### src/rtl/gpio_port_pkg.sv
package gpio_port_pkg;

    localparam int GP_ADDR_W = 3;

    typedef enum logic [GP_ADDR_W-1:0] {
        OFS_DIR  = 3'd0,
        OFS_OUT  = 3'd1,
        OFS_SET  = 3'd2,
        OFS_CLR  = 3'd3,
        OFS_MASK = 3'd4,
        OFS_PIN  = 3'd5
    } gp_ofs_e;

    // one strobe per kind of register update
    typedef struct packed {
        logic dir;
        logic out;
        logic set;
        logic clr;
        logic mask;
    } gp_wstb_t;

    // read request carried from decode to the read mux
    typedef struct packed {
        logic    en;
        gp_ofs_e ofs;
        logic    mapped;
    } gp_rreq_t;

    function automatic logic is_mapped(input logic [GP_ADDR_W-1:0] a);
        return a <= 3'd5;
    endfunction

endpackage

### src/rtl/gpio_bus_decode.sv
module gpio_bus_decode
    import gpio_port_pkg::*;
#(
    parameter int DATA_W = 32,
    localparam int BE_W  = DATA_W / 8
) (
    input  logic                 bus_sel,
    input  logic                 bus_wr,
    input  logic [GP_ADDR_W-1:0] bus_addr,
    input  logic [BE_W-1:0]      bus_be,
    output gp_wstb_t             wstb,
    output gp_rreq_t             rreq,
    output logic [DATA_W-1:0]    bmask
);

    gp_ofs_e ofs;
    logic    wr_go;

    assign ofs   = gp_ofs_e'(bus_addr);
    assign wr_go = bus_sel && bus_wr;

    // widen each byte enable over its eight bits
    for (genvar b = 0; b < BE_W; b++) begin : g_lane
        assign bmask[b*8 +: 8] = {8{bus_be[b]}};
    end

    always_comb begin
        wstb = '0;
        if (wr_go) begin
            case (ofs)
                OFS_DIR:          wstb.dir  = 1'b1;
                OFS_OUT, OFS_PIN: wstb.out  = 1'b1;
                OFS_SET:          wstb.set  = 1'b1;
                OFS_CLR:          wstb.clr  = 1'b1;
                OFS_MASK:         wstb.mask = 1'b1;
                default:          wstb      = '0;
            endcase
        end
    end

    always_comb begin
        rreq.en     = bus_sel && !bus_wr;
        rreq.ofs    = ofs;
        rreq.mapped = is_mapped(bus_addr);
    end

endmodule

### src/rtl/gpio_in_sync.sv
module gpio_in_sync #(
    parameter int WIDTH  = 32,
    parameter int STAGES = 2
) (
    input  logic             clk,
    input  logic             rst,
    input  logic [WIDTH-1:0] d,
    output logic [WIDTH-1:0] q
);

    logic [WIDTH-1:0] chain [STAGES];

    always_ff @(posedge clk) begin
        if (rst) chain[0] <= '0;
        else     chain[0] <= d;
    end

    for (genvar s = 1; s < STAGES; s++) begin : g_stage
        always_ff @(posedge clk) begin
            if (rst) chain[s] <= '0;
            else     chain[s] <= chain[s-1];
        end
    end

    assign q = chain[STAGES-1];

endmodule

### src/rtl/gpio_port_regs.sv
module gpio_port_regs
    import gpio_port_pkg::*;
#(
    parameter int DATA_W = 32
) (
    input  logic              clk,
    input  logic              rst,
    input  gp_wstb_t          wstb,
    input  logic [DATA_W-1:0] bmask,
    input  logic [DATA_W-1:0] wdata,
    output logic [DATA_W-1:0] dir_q,
    output logic [DATA_W-1:0] out_q,
    output logic [DATA_W-1:0] mask_q
);

    logic [DATA_W-1:0] open_bits;   // enabled and not protected
    logic [DATA_W-1:0] hi_bits;
    logic [DATA_W-1:0] lo_bits;
    logic [DATA_W-1:0] out_d;

    assign open_bits = bmask & ~mask_q;
    assign hi_bits   = wstb.set ? (wdata & open_bits) : '0;
    assign lo_bits   = wstb.clr ? (wdata & open_bits) : '0;

    always_comb begin
        out_d = out_q;
        if (wstb.out) out_d = (out_q & ~open_bits) | (wdata & open_bits);
        out_d = out_d | hi_bits;
        out_d = out_d & ~lo_bits;   // lowering wins on overlap
    end

    always_ff @(posedge clk) begin
        if (rst) begin
            dir_q  <= '0;
            out_q  <= '0;
            mask_q <= '0;
        end else begin
            out_q <= out_d;
            if (wstb.dir)  dir_q  <= (dir_q  & ~bmask) | (wdata & bmask);
            if (wstb.mask) mask_q <= (mask_q & ~bmask) | (wdata & bmask);
        end
    end

    AST_RESET_CLEAR: assert property (@(posedge clk)
        rst |=> (dir_q == '0 && out_q == '0 && mask_q == '0));

    AST_SET_RAISES: assert property (@(posedge clk) disable iff (rst)
        wstb.set |=> ((out_q & $past(wdata & bmask & ~mask_q)) == $past(wdata & bmask & ~mask_q)));

    AST_CLR_LOWERS: assert property (@(posedge clk) disable iff (rst)
        wstb.clr |=> ((out_q & $past(wdata & bmask & ~mask_q)) == '0));

    AST_MASK_GUARD: assert property (@(posedge clk) disable iff (rst)
        (wstb.out || wstb.set || wstb.clr) |=> ((out_q & $past(mask_q)) == $past(out_q & mask_q)));

    AST_LANE_KEEP: assert property (@(posedge clk) disable iff (rst)
        wstb.dir |=> ((dir_q & ~$past(bmask)) == ($past(dir_q) & ~$past(bmask))));

    AST_IDLE_STABLE: assert property (@(posedge clk) disable iff (rst)
        (wstb == '0) |=> ($stable(dir_q) && $stable(out_q) && $stable(mask_q)));

endmodule

### src/rtl/gpio_mask_port.sv
module gpio_mask_port
    import gpio_port_pkg::*;
#(
    parameter int DATA_W      = 32,
    parameter int SYNC_STAGES = 2,
    localparam int BE_W       = DATA_W / 8
) (
    input  logic                 clk,
    input  logic                 rst,
    input  logic                 bus_sel,
    input  logic                 bus_wr,
    input  logic [GP_ADDR_W-1:0] bus_addr,
    input  logic [BE_W-1:0]      bus_be,
    input  logic [DATA_W-1:0]    bus_wdata,
    output logic [DATA_W-1:0]    bus_rdata,
    input  logic [DATA_W-1:0]    pin_i,
    output logic [DATA_W-1:0]    pin_o,
    output logic [DATA_W-1:0]    pin_oe
);

    gp_wstb_t          wstb;
    gp_rreq_t          rreq;
    logic [DATA_W-1:0] bmask;
    logic [DATA_W-1:0] dir_q;
    logic [DATA_W-1:0] out_q;
    logic [DATA_W-1:0] mask_q;
    logic [DATA_W-1:0] pin_s;
    logic [DATA_W-1:0] rd_mux;
    logic [DATA_W-1:0] rdata_q;

    gpio_bus_decode #(.DATA_W(DATA_W)) u_dec (
        .bus_sel (bus_sel),
        .bus_wr  (bus_wr),
        .bus_addr(bus_addr),
        .bus_be  (bus_be),
        .wstb    (wstb),
        .rreq    (rreq),
        .bmask   (bmask)
    );

    gpio_port_regs #(.DATA_W(DATA_W)) u_regs (
        .clk   (clk),
        .rst   (rst),
        .wstb  (wstb),
        .bmask (bmask),
        .wdata (bus_wdata),
        .dir_q (dir_q),
        .out_q (out_q),
        .mask_q(mask_q)
    );

    gpio_in_sync #(.WIDTH(DATA_W), .STAGES(SYNC_STAGES)) u_sync (
        .clk(clk),
        .rst(rst),
        .d  (pin_i),
        .q  (pin_s)
    );

    always_comb begin
        rd_mux = '0;
        if (rreq.mapped) begin
            case (rreq.ofs)
                OFS_DIR:  rd_mux = dir_q;
                OFS_OUT:  rd_mux = out_q;
                OFS_MASK: rd_mux = mask_q;
                OFS_PIN:  rd_mux = pin_s & ~mask_q;
                default:  rd_mux = '0;   // set / clear are write-only
            endcase
        end
    end

    always_ff @(posedge clk) begin
        if (rst)          rdata_q <= '0;
        else if (rreq.en) rdata_q <= rd_mux;
    end

    assign bus_rdata = rdata_q;
    assign pin_o     = out_q;
    assign pin_oe    = dir_q;

    AST_PIN_MASKED_ZERO: assert property (@(posedge clk) disable iff (rst)
        (rreq.en && rreq.ofs == OFS_PIN) |=> ((bus_rdata & $past(mask_q)) == '0));

    AST_RDATA_HOLD: assert property (@(posedge clk) disable iff (rst)
        !rreq.en |=> $stable(bus_rdata));

    AST_WO_READ_ZERO: assert property (@(posedge clk) disable iff (rst)
        (rreq.en && (rreq.ofs == OFS_SET || rreq.ofs == OFS_CLR || !rreq.mapped)) |=> (bus_rdata == '0));

endmodule

### config.mk
export PLATFORM = sky130hd
export DESIGN_NAME = gpio_mask_port
export DESIGN_NICKNAME = d
export VERILOG_FILES = /design/src/rtl/gpio_port_pkg.sv /design/src/rtl/gpio_bus_decode.sv /design/src/rtl/gpio_in_sync.sv /design/src/rtl/gpio_port_regs.sv /design/src/rtl/gpio_mask_port.sv
export SDC_FILE = /design/constraint.sdc
export NUM_CORES = 1
export LEC_CHECK = 0
export BUFFER_PORTS_ARGS = -buffer_cell sky130_fd_sc_hd__buf_2
export CAP_MARGIN = 20
export CORE_MARGIN = 1
export CORE_UTILIZATION = 23
export CTS_BUF_LIST = sky130_fd_sc_hd__clkbuf_4 sky130_fd_sc_hd__clkbuf_8 sky130_fd_sc_hd__clkbuf_16
export CTS_CLUSTER_DIAMETER = 30
export DETAILED_ROUTE_END_ITERATION = 10
export PLACE_DENSITY = 0.45
export SYNTH_ARGS = -nofsm -noshare
export SYNTH_HDL_FRONTEND = slang
export SYNTH_SLANG_ARGS = --single-unit
### constraint.sdc
create_clock -name clk -period 1.82 [get_ports clk]
set_input_delay 0.455 -clock clk [delete_from_list [all_inputs] [get_ports clk]]
set_output_delay 0.455 -clock clk [all_outputs]
set_load 0.01 [all_outputs]
Word level (Yosys, flattened, before mapping)
Memory sizes are Yosys's and may differ from the RTL's.
Index checks and enable logic that the tools add are counted.

operators by class
  order comparisons = 1
  mux-type cells = 16
  bitwise gates (word level) = 18
  equality and inequality tests = 5
  reductions and logical operators = 5

operator list
  kind                                                   number
  bitwise AND 32 bit                                     8
  two-way mux 32 bit                                     6
  NOT 32 bit                                             4
  bitwise OR 32 bit                                      4
  case mux 32 bit (4 select lines)                       1
  two-way mux 1 bit                                      8
  == test 3 x 2 -> 1 bit, second input constant          2
  == test 3 bit, second input constant                   2
  two-way mux 5 bit                                      1
  == test 3 x 1 -> 1 bit, second input constant          1
  less-or-equal comparator 3 bit, second input constant  1
  logical NOT 3 bit                                      1
  logical AND 1 bit                                      2
  bitwise OR 1 bit                                       2
  OR reduction 2 bit                                     1
  logical NOT 1 bit                                      1

word-level totals
  memories kept = 1
  RAM bits = 64
  bits of input ports = 75
  word-level logic and storage cells = 50
  output and inout bits = 96
  flip-flop bits (word level) = 128

memory list
  memory        depth  bits a word  read ports  clocked after memory_dff  write ports  line                text
  u_sync.chain  2      32           2           0                         2            gpio_in_sync.sv:11  logic [WIDTH-1:0] chain [STAGES];

Logic depth before layout (Yosys ltp)
  word-level depth = 8
  gate-level depth with buffers = 6
  gate-level depth less buffers = 3

Modules after synthesis
A second synthesis with hierarchy kept.

unflattened totals
  cells, all modules = 1,056
  area total of the unflattened synthesis = 9,572.9 µm²

modules (own cells, without submodules)
  module           instances  area each (µm²)  cells each  sequential area each (µm²)
  gpio_port_regs   1          4,698.3          561         1,921.8
  gpio_mask_port   1          2,617.5          317         640.6
  gpio_in_sync     1          1,918.1          135         1,281.2
  gpio_bus_decode  1          339.1            43          0.0

Least setup slack after synthesis
Ideal clock, no wire load.

  path kind = input port to flip-flop
  from = input port bus_addr[0]
  to = register rdata_q[24], in the netlist bus_rdata[24]
  stages = 5
  buffers on the path = 2
  setup time = 0.132 ns
  data arrival time = 1.457 ns
  required time = 1.688 ns
  path slack = 0.230 ns
  cells stage by stage = buf_4 clkbuf_1 mux2_1 a22oi_1 a21oi_1

on the way
  longest elaborated chain between the ends = 3
  elaborated cells between the ends (all ways) = 7
  those cells by class = order compare: 1; eq/ne: 3; mux: 2; reduce/logical: 1

RTL lines
  what                                   line                  text
  start: declaration                     gpio_mask_port.sv:12  input logic [GP_ADDR_W-1:0] bus_addr,
  == test 3 bit (tied with other cells)  gpio_mask_port.sv:62  case (rreq.ofs)
  case mux 32 bit (4 select lines)       gpio_mask_port.sv:62
  two-way mux 32 bit *                   gpio_mask_port.sv:61  if (rreq.mapped) begin
  end signal: assignment                 gpio_mask_port.sv:74  else if (rreq.en) rdata_q <= rd_mux;
  end: declaration                       gpio_mask_port.sv:29  logic [DATA_W-1:0] rdata_q;

Mark *: on every way between the ends. The rest lies on a longest branch, timed or not.
A chain may end at the register's enable or synchronous reset.

Final worst setup path
  from = register u_regs.out_q[30]
  to = output port pin_o[30]

RTL lines
  what                      line                  text
  start: declaration        gpio_port_regs.sv:12  output logic [DATA_W-1:0] out_q,
  start signal: assignment  gpio_port_regs.sv:38  out_q <= out_d;
  end: declaration          gpio_mask_port.sv:17  output logic [DATA_W-1:0] pin_o,

No word-level cell between the ends.

==> flow_summary.yaml <==
outcome:
  run_status: "complete, no violations"
worst_setup_path:
  worst_case_register_to_register_setup_slack_ns: 0.77
  slowest_stage: "sky130_fd_sc_hd__dfxtp_1"
  worst-setup-path-type: "register to primary output"
  worstPathBufferInverterCount: 1
  cp_data_required_time_ns: 1.36
  setup.worst_path.start_class: "register"
  timing.critical_path.slowest_cell_delay_ns: 0.41
  critical_path.endpoint_type: "primary output"
  worstPathArrival_ns: 1.02
  crit_fanout: 3
  critical_path.reg2reg.startpoint: "u_regs.out_q[8]"
  cpLargestDelayFamily: "flip-flops"
  crit_path_start: "u_regs.out_q[30]"
  crit_path_cell_trace: "buf_2"
floorplanning:
  die_height_um: 192
  die_width_um: 192
  initial_standard_cell_utilization_of_the_core: 0.233
  placement_rows: 69
  die_area_sq_um: 36900
  ioPinCount: 171
  placeable_core_region_sq_um: 35600
run:
  drv_cap: 0
clocking:
  cts-root-buf: "sky130_fd_sc_hd__clkbuf_16"
  cts_num_sinks: 192
  clock_tree.htree_level_count: 4
  postCtsResizedCells: 0
  tritoncts: "yes"
  clk-insertion-delay-late_ns: 0.45
  postCtsSetupRepairBufs: 0
  cts.reportedPaths.clkPinSlew_ns: 0.08
  cts_hold_buffers: 0
  clock_buffer_count_from_cts: 17
  maximum_buffer_depth_of_the_clock_tree: 2
timing:
  worst_pin_slew_ns: 0.508
  final-hold-violation-count: 0
  setup_repair_after_global_routing_missed_its_margin: "false"
  fin_crit_sh: 0.810
  finalSetupViolCount: 0
  finalCriticalPeriod_ns: 1.47
  setup_total_negative_slack_ns: 0
  fin_skew_ns: 0.0140
  final-max-slew-violation-count: 0
  timing.fmax_mhz: 678
  max_slew_margin: 0.661
  timing.final.ws_setup_ns: 0.345
synthesis:
  netlist.area_leader.share: 0.463
  synth_warnings: 0
  synth_fa_ha_area_frac: 0
  post-synth-top-count-cell: "sky130_fd_sc_hd__dfxtp_1"
  yosys-top-cells-area: "sky130_fd_sc_hd__dfxtp_1 (46%), sky130_fd_sc_hd__nor2b_1 (10%), sky130_fd_sc_hd__a21oi_1 (5.8%), sky130_fd_sc_hd__o21ai_0 (5.7%), sky130_fd_sc_hd__mux2_1 (4.3%)"
  synth_top_family_by_area: "compound AO/OA/AOI/OAI gates"
  post_synth_xor_area_fraction: 0
  simple_gate_share_of_the_synthesized_area: 0.218
  synth-compound-area-share: 0.231
  yosys-top-cells-count: "sky130_fd_sc_hd__dfxtp_1 (192), sky130_fd_sc_hd__nor2b_1 (133), sky130_fd_sc_hd__a21oi_1 (96), sky130_fd_sc_hd__o21ai_0 (94), sky130_fd_sc_hd__nand3_1 (64)"
  yosys_register_bits: 192
  synth_edf_count: 0
  syn_area_sq_um: 8300
  synth_flop_cell: "sky130_fd_sc_hd__dfxtp_1"
  synth.lib_cells_used.distinct: 26
  syn-num-nets: 992
  avgSynthCellArea_sq_um: 9.05
  post_synth_mux_area_share: 0.0434
  synth_top_cell_by_area: "sky130_fd_sc_hd__dfxtp_1"
  syn-instance-count: 917
  synth-async-reset-ratio: 0
  yosysSeqAreaShare: 0.463
placement:
  dp_cells: 1508
  place_worst_setup_slack_ns: 0.0271
  globalplace.congestion: 0.761
  place.detailed.hpwl_um: 19000
  placement.io_buffers: 170
  placed_cell_area_sq_um: 9930
drt:
  postRouteAntennaNets: 0
  viasPerCell: 4.75
  wl_um: 28200
  drc: 0
  vias: 7322
  drt-wirelength-per-cell_um: 18.3
  dr.pass1.iters: 5
  detail_route.iter0.violations: 431
power_and_ir_drop:
  power_density_nw_per_um2: 851
  peakVddDrop_uv: 672
  p_total_mw: 8.96
  leakage_nw: 4.13
global_route:
  initial_antenna_violation_count: 3
  gr-usage-all-layers: 0.155
  grt_remaining_overflow: 0
  grt_pass1_vias: 7079
  grt_start_max_net_pins: 59
  grt_pass1_wl_um: 42900
hold_path:
  timing.hold.worst.class: "input port to register"
  worst_hold_startpoint: "pin_i[24]"
layout:
  layoutNonFillerInstCount: 1542
  post-route-cell-area_sq_um: 10500
  areaGrowthSynthToFinish_pct: 26.8
  drive_above_1_share: 0.240
  layout.nets: 1141
placed cells by master, fill, tap and decap left out, types with 34 or more instances in the layout:
cell type                  synthesis  layout
sky130_fd_sc_hd__nand3_1          64      64
sky130_fd_sc_hd__o21ai_0          94      94
sky130_fd_sc_hd__buf_2            25     168
sky130_fd_sc_hd__a21oi_1          96      96
sky130_fd_sc_hd__o21ai_1          34      34
sky130_fd_sc_hd__nand2b_1         37      36
sky130_fd_sc_hd__dfxtp_1         192     192
sky130_fd_sc_hd__buf_4             2      36
sky130_fd_sc_hd__nor2b_1         133     132
kinds of logic after synthesis:
| family | Yosys count |
|---|---|
| buffers and inverters | 87 |
| muxes | 32 |
| DFF | 192 |
| and+or+nand+nor | 286 |
| AOI/OAI and AO/OA | 320 |
path summary, 6_finish.rpt:
kind / to / depth (start not counted)
worst max-delay path: pin_o[30] / 1
worst min-delay path: u_sync.chain[0][24] / 2
worst max register to register: bus_rdata[8] / 3
worst min register to register: u_sync.chain[1][5] / 1
metrics by stage:
step | hold slack [ns] | utilization
3_3_place_gp | 0.422 | 0.279
3_5_place_dp | 0.420 | 0.279
5_1_grt | 0.185 | 0.296
4_1_cts | 0.180 | 0.296
6_report | 0.205 | 0.296
2_1_floorplan | 0.414 | -
cell type report:
class,instances,area (sq um)
fill,3817,25000
multi-input combinational,638,4150
sequential,192,3840
timing repair buffer,217,1360
tap,461,577
clock buffer,21,468
clock inverter,11,121
antenna,2,5.00
power breakdown:
group          total, mW  internal, mW  switching, mW
sequential          4.33          4.29         0.0391
combinational      0.762         0.294          0.468
clock               3.87          2.04           1.83
total               8.96          6.62           2.34
per-layer routing:
metal | track usage | part of all wire | up-vias
li1 | - | - | 3625
met1 | 0.207 | 0.48 | 3529
met2 | 0.243 | 0.46 | 150
met3 | 0.0396 | 0.046 | 18
met4 | 0.0448 | 0.012 | 0
met5 | 0 | 0 | -
Power figures use the tool's default switching activity.
